===== src/rtl/alu_pkg.sv =====
package alu_pkg;

    parameter int ALU_BYTE_W    = 8;
    parameter int ALU_NUM_SIZES = 3;
    localparam int OP_W         = 4;

    typedef enum logic [OP_W-1:0] {
        OP_ADD  = 4'd0,
        OP_ADC  = 4'd1,
        OP_SUB  = 4'd2,
        OP_SBB  = 4'd3,
        OP_CMP  = 4'd4,
        OP_INC  = 4'd5,
        OP_DEC  = 4'd6,
        OP_TEST = 4'd7,
        OP_AND  = 4'd8,
        OP_OR   = 4'd9,
        OP_XOR  = 4'd10,
        OP_NOT  = 4'd11,
        OP_NEG  = 4'd12
    } alu_op_e;

    // How the flag register is updated for an operation
    typedef enum logic [1:0] {
        FCLS_ARITH = 2'd0,   // every flag from the adder
        FCLS_KEEPC = 2'd1,   // adder flags, carry preserved
        FCLS_LOGIC = 2'd2,   // C/O/A cleared, Z/S/P from result
        FCLS_NONE  = 2'd3    // all flags preserved
    } flag_cls_e;

    typedef struct packed {
        logic c;
        logic z;
        logic s;
        logic o;
        logic p;
        logic a;
    } alu_flags_t;

    typedef enum logic {
        ST_IDLE = 1'b0,
        ST_HOLD = 1'b1
    } pres_state_e;

endpackage


===== src/rtl/alu_width_ctl.sv =====
module alu_width_ctl #(
    parameter int BYTE_W    = 8,
    parameter int NUM_SIZES = 3,
    localparam int DATA_W   = BYTE_W << (NUM_SIZES - 1),
    localparam int SZ_W     = (NUM_SIZES > 1) ? $clog2(NUM_SIZES) : 1
) (
    input  logic [SZ_W-1:0]   size_sel,
    output logic [DATA_W-1:0] lane_mask,
    output logic [DATA_W-1:0] msb_bit
);

    logic [DATA_W-1:0] mask_tbl [NUM_SIZES];

    for (genvar k = 0; k < NUM_SIZES; k++) begin : g_lane
        localparam int LW = BYTE_W << k;
        assign mask_tbl[k] = DATA_W'({LW{1'b1}});
    end

    always_comb begin
        // Codes past the last size alias the widest lane
        if (int'(size_sel) >= NUM_SIZES) begin
            lane_mask = mask_tbl[NUM_SIZES-1];
        end else begin
            lane_mask = mask_tbl[size_sel];
        end
        msb_bit = lane_mask ^ (lane_mask >> 1);
    end

endmodule


===== src/rtl/alu_addsub.sv =====
module alu_addsub #(
    parameter int DATA_W = 32
) (
    input  logic [DATA_W-1:0] opa,
    input  logic [DATA_W-1:0] opb,
    input  logic              cin,
    input  logic              subtract,
    input  logic [DATA_W-1:0] msb_bit,
    output logic [DATA_W-1:0] sum,
    output logic              carry_flag,
    output logic              ovf_flag,
    output logic              aux_flag
);

    localparam int NIBBLE = 4;

    logic [DATA_W-1:0] b_x;
    logic              c0;
    logic [DATA_W:0]   sum_x;
    logic [DATA_W:0]   cv;
    logic              c_out;
    logic              c_msb;

    always_comb begin
        // Subtraction as a + ~b + ~borrow_in
        b_x   = subtract ? ~opb : opb;
        c0    = subtract ? ~cin : cin;
        sum_x = {1'b0, opa} + {1'b0, b_x} + {{DATA_W{1'b0}}, c0};
        // cv[i] is the carry into bit i
        cv    = sum_x ^ {1'b0, opa} ^ {1'b0, b_x};
        c_out = |(cv[DATA_W:1] & msb_bit);
        c_msb = |(cv[DATA_W-1:0] & msb_bit);
        sum        = sum_x[DATA_W-1:0];
        carry_flag = c_out ^ subtract;
        ovf_flag   = c_out ^ c_msb;
        aux_flag   = cv[NIBBLE] ^ subtract;
    end

endmodule


===== src/rtl/alu_flag_gen.sv =====
module alu_flag_gen
    import alu_pkg::*;
#(
    parameter int DATA_W = 32
) (
    input  flag_cls_e         cls,
    input  logic              neg_op,
    input  logic              operand_nz,
    input  logic [DATA_W-1:0] value,
    input  logic [DATA_W-1:0] msb_bit,
    input  logic              ar_c,
    input  logic              ar_o,
    input  logic              ar_a,
    input  alu_flags_t        flags_cur,
    output alu_flags_t        flags_nxt
);

    localparam int PAR_W = 8;

    logic zf;
    logic sf;
    logic pf;

    always_comb begin
        zf = (value == '0);
        sf = |(value & msb_bit);
        pf = ~^value[PAR_W-1:0];

        flags_nxt = flags_cur;
        unique case (cls)
            FCLS_ARITH: begin
                flags_nxt.c = neg_op ? operand_nz : ar_c;
                flags_nxt.o = ar_o;
                flags_nxt.a = ar_a;
                flags_nxt.z = zf;
                flags_nxt.s = sf;
                flags_nxt.p = pf;
            end
            FCLS_KEEPC: begin
                flags_nxt.o = ar_o;
                flags_nxt.a = ar_a;
                flags_nxt.z = zf;
                flags_nxt.s = sf;
                flags_nxt.p = pf;
            end
            FCLS_LOGIC: begin
                flags_nxt.c = 1'b0;
                flags_nxt.o = 1'b0;
                flags_nxt.a = 1'b0;
                flags_nxt.z = zf;
                flags_nxt.s = sf;
                flags_nxt.p = pf;
            end
            FCLS_NONE: begin
                flags_nxt = flags_cur;
            end
            default: begin
                flags_nxt = flags_cur;
            end
        endcase
    end

endmodule


===== src/rtl/alu_flag_unit.sv =====
module alu_flag_unit
    import alu_pkg::*;
#(
    parameter int BYTE_W    = ALU_BYTE_W,
    parameter int NUM_SIZES = ALU_NUM_SIZES,
    localparam int DATA_W   = BYTE_W << (NUM_SIZES - 1),
    localparam int SZ_W     = (NUM_SIZES > 1) ? $clog2(NUM_SIZES) : 1
) (
    input  logic              clk,
    input  logic              rst_n,
    input  logic              op_valid,
    input  logic [OP_W-1:0]   op_code,
    input  logic [SZ_W-1:0]   op_size,
    input  logic              imm_sel,
    input  logic [BYTE_W-1:0] imm_val,
    input  logic [DATA_W-1:0] dst_a,
    input  logic [DATA_W-1:0] src_b,
    output logic              res_valid,
    output logic              res_we,
    output logic [DATA_W-1:0] res_data,
    output logic              flag_c,
    output logic              flag_z,
    output logic              flag_s,
    output logic              flag_o,
    output logic              flag_p,
    output logic              flag_a
);

    pres_state_e       state_q, state_d;
    alu_flags_t        flags_q, flags_d;
    logic [DATA_W-1:0] data_q;
    logic              we_q;

    logic [DATA_W-1:0] lane_mask, msb_bit;
    logic [DATA_W-1:0] src_eff;
    alu_op_e           op_e;

    logic [DATA_W-1:0] as_a, as_b, as_sum;
    logic              as_cin, as_sub;
    logic              as_c, as_o, as_a_flag;

    logic [DATA_W-1:0] pick;
    logic [DATA_W-1:0] merged;
    logic              we_d;
    logic              neg_op;
    flag_cls_e         cls;

    assign op_e    = alu_op_e'(op_code);
    assign src_eff = imm_sel ? {{(DATA_W-BYTE_W){imm_val[BYTE_W-1]}}, imm_val} : src_b;

    alu_width_ctl #(
        .BYTE_W    (BYTE_W),
        .NUM_SIZES (NUM_SIZES)
    ) u_width (
        .size_sel  (op_size),
        .lane_mask (lane_mask),
        .msb_bit   (msb_bit)
    );

    // Operation decode: adder operands, result source, flag class
    always_comb begin
        as_a   = dst_a;
        as_b   = src_eff;
        as_cin = 1'b0;
        as_sub = 1'b0;
        pick   = dst_a;
        we_d   = 1'b0;
        neg_op = 1'b0;
        cls    = FCLS_NONE;
        case (op_e)
            OP_ADD: begin
                pick = as_sum; we_d = 1'b1; cls = FCLS_ARITH;
            end
            OP_ADC: begin
                as_cin = flags_q.c;
                pick = as_sum; we_d = 1'b1; cls = FCLS_ARITH;
            end
            OP_SUB: begin
                as_sub = 1'b1;
                pick = as_sum; we_d = 1'b1; cls = FCLS_ARITH;
            end
            OP_SBB: begin
                as_sub = 1'b1; as_cin = flags_q.c;
                pick = as_sum; we_d = 1'b1; cls = FCLS_ARITH;
            end
            OP_CMP: begin
                as_sub = 1'b1;
                pick = as_sum; cls = FCLS_ARITH;
            end
            OP_INC: begin
                as_b = DATA_W'(1);
                pick = as_sum; we_d = 1'b1; cls = FCLS_KEEPC;
            end
            OP_DEC: begin
                as_b = DATA_W'(1); as_sub = 1'b1;
                pick = as_sum; we_d = 1'b1; cls = FCLS_KEEPC;
            end
            OP_TEST: begin
                pick = dst_a & src_eff; cls = FCLS_LOGIC;
            end
            OP_AND: begin
                pick = dst_a & src_eff; we_d = 1'b1; cls = FCLS_LOGIC;
            end
            OP_OR: begin
                pick = dst_a | src_eff; we_d = 1'b1; cls = FCLS_LOGIC;
            end
            OP_XOR: begin
                pick = dst_a ^ src_eff; we_d = 1'b1; cls = FCLS_LOGIC;
            end
            OP_NOT: begin
                pick = ~dst_a; we_d = 1'b1; cls = FCLS_NONE;
            end
            OP_NEG: begin
                as_a = '0; as_b = dst_a; as_sub = 1'b1; neg_op = 1'b1;
                pick = as_sum; we_d = 1'b1; cls = FCLS_ARITH;
            end
            default: begin
                pick = dst_a; we_d = 1'b0; cls = FCLS_NONE;
            end
        endcase
        merged = (dst_a & ~lane_mask) | (pick & lane_mask);
    end

    alu_addsub #(
        .DATA_W (DATA_W)
    ) u_addsub (
        .opa        (as_a),
        .opb        (as_b),
        .cin        (as_cin),
        .subtract   (as_sub),
        .msb_bit    (msb_bit),
        .sum        (as_sum),
        .carry_flag (as_c),
        .ovf_flag   (as_o),
        .aux_flag   (as_a_flag)
    );

    alu_flag_gen #(
        .DATA_W (DATA_W)
    ) u_flags (
        .cls        (cls),
        .neg_op     (neg_op),
        .operand_nz (|(dst_a & lane_mask)),
        .value      (pick & lane_mask),
        .msb_bit    (msb_bit),
        .ar_c       (as_c),
        .ar_o       (as_o),
        .ar_a       (as_a_flag),
        .flags_cur  (flags_q),
        .flags_nxt  (flags_d)
    );

    // Presentation state machine
    always_comb begin
        state_d = state_q;
        unique case (state_q)
            ST_IDLE: state_d = op_valid ? ST_HOLD : ST_IDLE;
            ST_HOLD: state_d = op_valid ? ST_HOLD : ST_IDLE;
            default: state_d = ST_IDLE;
        endcase
    end

    always_ff @(posedge clk) begin
        if (!rst_n) begin
            state_q <= ST_IDLE;
        end else begin
            state_q <= state_d;
        end
    end

    // Output and flag registers
    always_ff @(posedge clk) begin
        if (!rst_n) begin
            data_q  <= '0;
            we_q    <= 1'b0;
            flags_q <= '0;
        end else if (op_valid) begin
            data_q  <= merged;
            we_q    <= we_d;
            flags_q <= flags_d;
        end else begin
            we_q    <= 1'b0;
        end
    end

    assign res_valid = (state_q == ST_HOLD);
    assign res_we    = we_q;
    assign res_data  = data_q;
    assign flag_c    = flags_q.c;
    assign flag_z    = flags_q.z;
    assign flag_s    = flags_q.s;
    assign flag_o    = flags_q.o;
    assign flag_p    = flags_q.p;
    assign flag_a    = flags_q.a;

endmodule



===== config.mk =====
export PLATFORM = sky130hd
export DESIGN_NAME = alu_flag_unit
export DESIGN_NICKNAME = d
export VERILOG_FILES = /design/src/rtl/alu_pkg.sv /design/src/rtl/alu_width_ctl.sv /design/src/rtl/alu_addsub.sv /design/src/rtl/alu_flag_gen.sv /design/src/rtl/alu_flag_unit.sv
export SDC_FILE = /design/constraint.sdc
export NUM_CORES = 1
export LEC_CHECK = 0
export BUFFER_PORTS_ARGS = -buffer_cell sky130_fd_sc_hd__buf_2
export CAP_MARGIN = 5
export CORE_MARGIN = 2
export CORE_UTILIZATION = 45
export DETAILED_ROUTE_END_ITERATION = 7
export PLACE_DENSITY_LB_ADDON = 0.3
export SYNTH_ARGS = -nofsm -noshare
export SYNTH_HDL_FRONTEND = slang
export SYNTH_SLANG_ARGS = --single-unit

===== constraint.sdc =====
create_clock -name clk -period 6.9 [get_ports clk]
set_input_delay 0 -clock clk [delete_from_list [all_inputs] [get_ports clk]]
set_output_delay 0 -clock clk [all_outputs]
set_load 0.05 [all_outputs]

==> out/summary.txt, run 1 <==
P&R area growth vs syn: 12.0%
static leakage: 0.00390 µW
grt ovf: 0
core box area: 15900 µm²
period utilization: 77.9%
GRT Util Overall: 31.0%
Post-CTS Hold Buffers: 0
Cell variety after synth: 73
worst-margin pin slew: 1.14 ns
overall power: 1590 µW
setup TNS: 0 ns
Worst Clk Skew: 0.00725 ns
number of nets in the layout: 1294
CP endpoint: flag_z
max_slew headroom: 23.8%
Post-DP HPWL: 20.8 mm
Reg2Reg Setup Slack: 2.36 ns
antenna viol nets, final: 0
drt pass-1 iters: 6
Critical Path Source: op_code[0]
PD cells: 192 nW/µm²
worst reg2reg path startpoint: flag_c
CP max FO: 32
CTS tree: done
syn nets: 1220
min Tclk post-route: 5.38 ns
Post-Syn Instances: 1037
Post CTS Setup Buffer Count: 0
number of clock sinks: 40
Fill cells: 1625
Port Buffers: 121
HP Class: in2reg
Resize count post-CTS: 0
Worst Setup End Kind: register
via count: 8299
Die Span X: 132 µm
Peak Freq: 0.186 GHz
# Max-Cap Violations: 0
Reg clk slew, reported paths: 0.06 ns
prevailing post-synth register cell: dfxtp_1
first-pass GRT wire length: 43.6 mm
RSZ-0062 raised after global routing: no
Worst-Skew Late Latency: 0.29 ns
worst flop-to-flop path endpoint: flag_z
Rows: 46
post-synthesis instance area: 7370 µm²
Post-Route WL: 27.9 mm
GP Congestion: 0.966
status: complete, no violations
diodes inserted: 0
number of global-route vias before repair: 8031
sequential fraction of the synthesis area: 10.9%
routed len/inst: 21.0 µm
die area: 17400 µm²
CTS Buf Count: 5
peak supply drop: 0.101 mV
worst path arrival time: 5.58 ns
final setup fails: 0
end-of-flow core utilization: 51.8%
number of DRC markers in iteration 0: 810
fraction of layout cells with a size suffix above 1: 15.1%
post-DR vias/cell: 6.25
# DRC: 0
Initial Util: 46.2%
largest net degree at the start of global routing: 57
Root Buffer: clkbuf_16
Fin. Hold Viols: 0
clock buffer depth: 2
total number of yosys warnings: 0
initial antenna violation count: 0
register bit total from synthesis: 40
H-tree levels: 2
Startpoint Class: primary input
critical path data required time: 7.10 ns
Avg Inst Size Synth: 7.11 µm²
die height: 132 µm
Post-synth EDFFs: 0
Worst R2R Path Depth: 18
worst setup path class: in2reg
IO Count: 122
max-slew violation count: 0
Async SR Flop Fraction: 0%
## worst max-delay path: stages
cell and delay, ns:
buf_2 0.56, nor2b_1 0.24, o31ai_1 0.35, or2_2 0.56
a22oi_1 0.16, xnor2_1 0.18, fa_1 0.48, fa_1 0.50
a211oi_1 0.32, o21ai_0 0.18, xnor2_1 0.21, nor2_1 0.06
o32ai_1 0.34, ha_1 0.21, nand3_1 0.06, nor2_1 0.11
o311a_1 0.19, nand4_1 0.11, nor4b_1 0.33, nand4_1 0.16
o31ai_2 0.22
## area by class of cell
class | instances | area, µm² | area share [%]
multi-input combinational | 844 | 5980 | 72.5
sequential | 40 | 801 | 9.70
timing repair buffer | 135 | 711 | 8.61
inverter | 85 | 319 | 3.87
tap | 216 | 270 | 3.28
clock buffer | 5 | 125 | 1.52
clock inverter | 3 | 42.5 | 0.516
## synthesized netlist by cell type, types with 15 or more instances
library cell,count,area [µm²]
a22oi_1,26,195
o21ai_0,79,395
a21o_1,26,195
xnor2_1,34,298
o22ai_1,17,106
xor2_1,32,280
nor3_1,15,75.1
nor2_1,86,323
clkbuf_1,44,165
nor2b_1,15,93.8
nand2_1,83,312
mux2i_1,31,310
o211ai_1,19,143
inv_1,84,315
buf_2,15,75.1
ha_1,99,1240
a31oi_1,16,100
a21oi_1,86,430
dfxtp_1,40,801
## through the flow
stage          cell area [µm²]  hold slack (ns)  setup WS [ns]  instances
2_1_floorplan             7370            0.155           2.39       1037
3_3_place_gp              8080            0.344           1.53       1320
3_5_place_dp              8080            0.354           1.35       1320
4_1_cts                   8250           0.0548           1.62       1328
5_1_grt                   8250           0.0672           1.03       1328
6_report                  8250           0.0640           1.52       1328
## power by group
part           switching (µW)  internal (µW)
clock network            97.1            170
logic                     671            377
registers                13.7            257
## registers in the layout, indices dropped and copies added (netlist names)
| signal | cells |
|---|---|
| res_we | 1 |
| flag_c | 1 |
| flag_z | 1 |
| flag_o | 1 |
| flag_p | 1 |
| flag_s | 1 |
| res_data | 32 |
| res_valid | 1 |
| flag_a | 1 |
## logic make-up (layout without fill, tap and decap cells)
family / count (synthesis) / after routing / share of synthesized area [%]
adder cells (fa/ha/maj): 101 / 101 / 17.4
flip-flops: 40 / 40 / 10.9
multiplexers: 38 / 38 / 5.43
XOR/XNOR: 67 / 67 / 8.06
buffers and inverters: 153 / 228 / 8.05
AO/OA/AOI/OAI: 374 / 374 / 33.8
AND/OR/NAND/NOR: 264 / 264 / 16.5
## worst min-delay path by stage
stage              start            to  slack [ns]  depth (start not counted)
2_1_floorplan  dst_a[13]  res_data[13]        0.15                          2
3_3_place_gp   dst_a[28]  res_data[28]        0.34                          3
3_5_place_dp   dst_a[28]  res_data[28]        0.35                          3
4_1_cts        dst_a[28]  res_data[28]        0.05                          3
5_1_grt        dst_a[30]  res_data[30]        0.07                          3
6_report       dst_a[30]  res_data[30]        0.06                          3
## cell usage in the layout, fill, tap and decap left out, types with 4 or more instances in the layout
cell,instances
o21ai_0,79
a221o_1,9
nand4_1,8
o211ai_1,19
mux2i_1,31
clkbuf_16,5
nor4_1,13
a21o_1,26
nor2b_1,15
o32ai_1,6
nor2_1,86
xnor2_1,34
nand3_1,12
and2_1,11
ha_1,99
nor3_1,14
o21ai_1,8
a211oi_1,7
a21boi_0,6
dfxtp_1,40
o31ai_1,4
o221ai_1,10
a221oi_1,14
a31oi_1,16
nand2_1,83
a22oi_1,26
a21oi_1,86
o21bai_1,4
o22ai_1,17
inv_1,84
buf_2,121
buf_4,14
xor2_1,32
nand2b_1,6
mux2_2,6
## routing by layer
layer	wire, µm	part of all wire, %	vias up	track usage, %
met5	0	0	-	0
met4	1500	5.4	0	15.6
met3	2190	7.9	101	5.11
met2	12500	45	436	50.7
met1	11600	42	3837	39.4
li1	-	-	3925	-
(Power assumes the default switching activity.)
==> inputs of run 2 (changes only) <==
- ABC_AREA: default -> 1
- clock period: 6.9 -> 4.9 ns (I/O delays scaled with it)
==> out/summary.txt, run 2 <==
status: complete, no violations
synth top area cells: nand2_1 18%, ha_1 16%, dfxtp_1 10%
Reg clk slew, reported paths: 0.06 ns
Initial Util: 46.2%
GP Congestion: 0.996
Avg Inst Size Synth: 5.67 µm²
register bit total from synthesis: 40
peak supply drop: 0.263 mV
design area: 8640 µm²
drt pass-1 iters: 5
most frequent cells in the layout: 367 x nand2_1, 209 x inv_1, 121 x buf_2
Seq pwr share: 16.8%
placed cell areas: 8470 µm²
Largest register FFs: 32
most common cell after layout, fill and taps aside: nand2_1
Startpoint Class: primary input
Post-Route WL: 27.1 mm
Post-CTS Hold Buffers: 0
combinational share of power: 65.8%
Post-synth EDFFs: 0
Worst-Skew Late Latency: 0.29 ns
Worst Clk Skew: 0.00394 ns
worst flop-to-flop path endpoint: flag_z
clock buffer depth: 2
H-tree levels: 2
GRT Util Overall: 28.9%
area leader, netlist: nand2_1
max-slew violation count: 0
period utilization: 83.4%
HP Class: in2reg
core box area: 16600 µm²
CP max FO: 37
number of nets in the layout: 1629
routed len/inst: 16.2 µm
Die Span X: 135 µm
CTS Buf Count: 5
M3 GR Usage: 2.89%
dpl cells: 1659
# DRC: 0
commonest cells in the netlist: 368 x nand2_1, 209 x inv_1, 114 x o21ai_0
Async SR Flop Fraction: 0%
via count: 9360
max_slew headroom: 30.9%
die area: 18200 µm²
Clk pwr share: 17.4%
IO Count: 122
Fill cells: 1762
P&R area growth vs syn: 12.3%
Root Buffer: clkbuf_16
post-synthesis instance area: 7700 µm²
end-of-flow core utilization: 51.9%
count leader, synth: nand2_1
Post CTS Setup Buffer Count: 0
first-pass GRT wire length: 42.0 mm
number of DRC markers in iteration 0: 873
total number of yosys warnings: 0
min Tclk post-route: 4.09 ns
Peak Freq: 0.245 GHz
syn nets: 1540
prevailing post-synth register cell: dfxtp_1
GRT Max-Usage Layer: met2
Reg2Reg Setup Slack: 0.90 ns
PD cells: 255 nW/µm²
setup TNS: 0 ns
WHS Endpoint: res_data[14]
sw power: 1140 µW
number of clock sinks: 40
static leakage: 0.00480 µW
Rows: 47
overall power: 2210 µW
depth of the worst hold-timing path: 3
antenna viol nets, final: 0
Fin. Hold Viols: 0
number of global-route vias before repair: 8415
worst path arrival time: 4.30 ns
share of the synthesized area in the top cell type: 17.9%
met1 usage: 37.9%
largest net degree at the start of global routing: 39
M2 GR Usage: 47.4%
Resize count post-CTS: 0
Port Buffers: 121
fraction of layout cells with a size suffix above 1: 11.8%
diodes inserted: 0
Post-Syn Instances: 1357
Post-DP HPWL: 21.4 mm
worst reg2reg path startpoint: flag_c
RSZ-0062 raised after global routing: no
grt ovf: 0
Non-Filler Instances: 1667
die height: 135 µm
# Max-Cap Violations: 0
critical path data required time: 5.12 ns
Worst Hold Launch: dst_a[14]
initial antenna violation count: 0
switch share: 51.5%
worst-margin pin slew: 1.03 ns
Internal Power: 1070 µW
Cell variety after synth: 48
worst setup path class: in2reg
Worst Setup End Kind: register
CTS tree: done
sequential fraction of the synthesis area: 10.4%
Worst R2R Path Depth: 21
final setup fails: 0
post-DR vias/cell: 5.61
-- run 2: cell count changes in the layout (fill, tap and decap cells not counted), moves of 25 or more --
cell	previous run	this run
a21o_1	26	1
a21oi_1	86	111
a22oi_1	26	1
inv_1	84	209
mux2i_1	31	0
nand2_1	83	367
nand3_1	12	86
o21ai_0	79	114
xnor2_1	34	6
-- run 2: worst max-delay path by stage --
stage / start / end / slack, ns / cells after the start
floorplan: op_code[1] / flag_z / 0.94 / 25
finish: imm_sel / flag_z / 0.81 / 21
CTS: op_code[1] / flag_z / 0.93 / 26
detailed placement: op_code[1] / flag_z / 0.65 / 26
global route: op_code[1] / flag_z / 0.45 / 26
global placement: op_code[1] / flag_z / 0.80 / 26
-- run 2: layout make-up --
| type | count | area [µm²] | area share [%] |
|---|---|---|---|
| inverter | 216 | 811 | 9.38 |
| clock inverter | 3 | 46.3 | 0.536 |
| sequential | 40 | 801 | 9.26 |
| clock buffer | 5 | 125 | 1.45 |
| timing repair buffer | 134 | 703 | 8.14 |
| multi-input combinational | 1049 | 5880 | 68.1 |
| tap | 220 | 275 | 3.18 |
-- run 2: cells by family (layout without fill, tap and decap cells) --
kind of cell / count (synthesis) / in the layout / share of synthesized area [%]
AO/OA/AOI/OAI: 307 / 307 / 22.8
XOR/XNOR: 37 / 37 / 4.21
adder cells (fa/ha/maj): 101 / 101 / 16.6
buffers and inverters: 268 / 358 / 13.4
flip-flops: 40 / 40 / 10.4
AND/OR/NAND/NOR: 604 / 604 / 32.6
-- run 2: stage by stage --
step / hold slack (ns) / worst slack (ns)
6_report: 0.0543 / 0.814
5_1_grt: 0.0652 / 0.449
4_1_cts: 0.0505 / 0.925
3_5_place_dp: 0.349 / 0.652
3_3_place_gp: 0.326 / 0.801
2_1_floorplan: 0.181 / 0.938
-- run 2: worst max-delay path: stages --
cell and delay [ns]:
buf_2 0.10, buf_4 0.33, nand2_1 0.54, o21ai_0 0.49, o22ai_1 0.21, xor2_1 0.18, ha_1 0.42, nand2_1 0.12
nor2_1 0.30, nand2_1 0.11, nor3_1 0.14, nand2_1 0.14, nand3_1 0.09, nand2_1 0.05, nand3_1 0.12, nand2_1 0.07
nand2_1 0.09, nand2_1 0.09, nor3_1 0.37, nand3_1 0.14, a21oi_1 0.15
-- run 2: routing by layer --
metal  wire (µm)  up-vias
met3        2060       74
li1            -     4615
met5           0        -
met1       11200     4205
met2       12400      466
met4        1420        0
-- run 2: power groups by stage --
stage               sequential (µW)  combinational (µW)  clock [µW]
global route                    374                1610         407
finish                          371                1450         384
floorplan                       483                 941           0
CTS                             371                1430         388
detailed placement              377                1420           0
global placement                377                1400           0
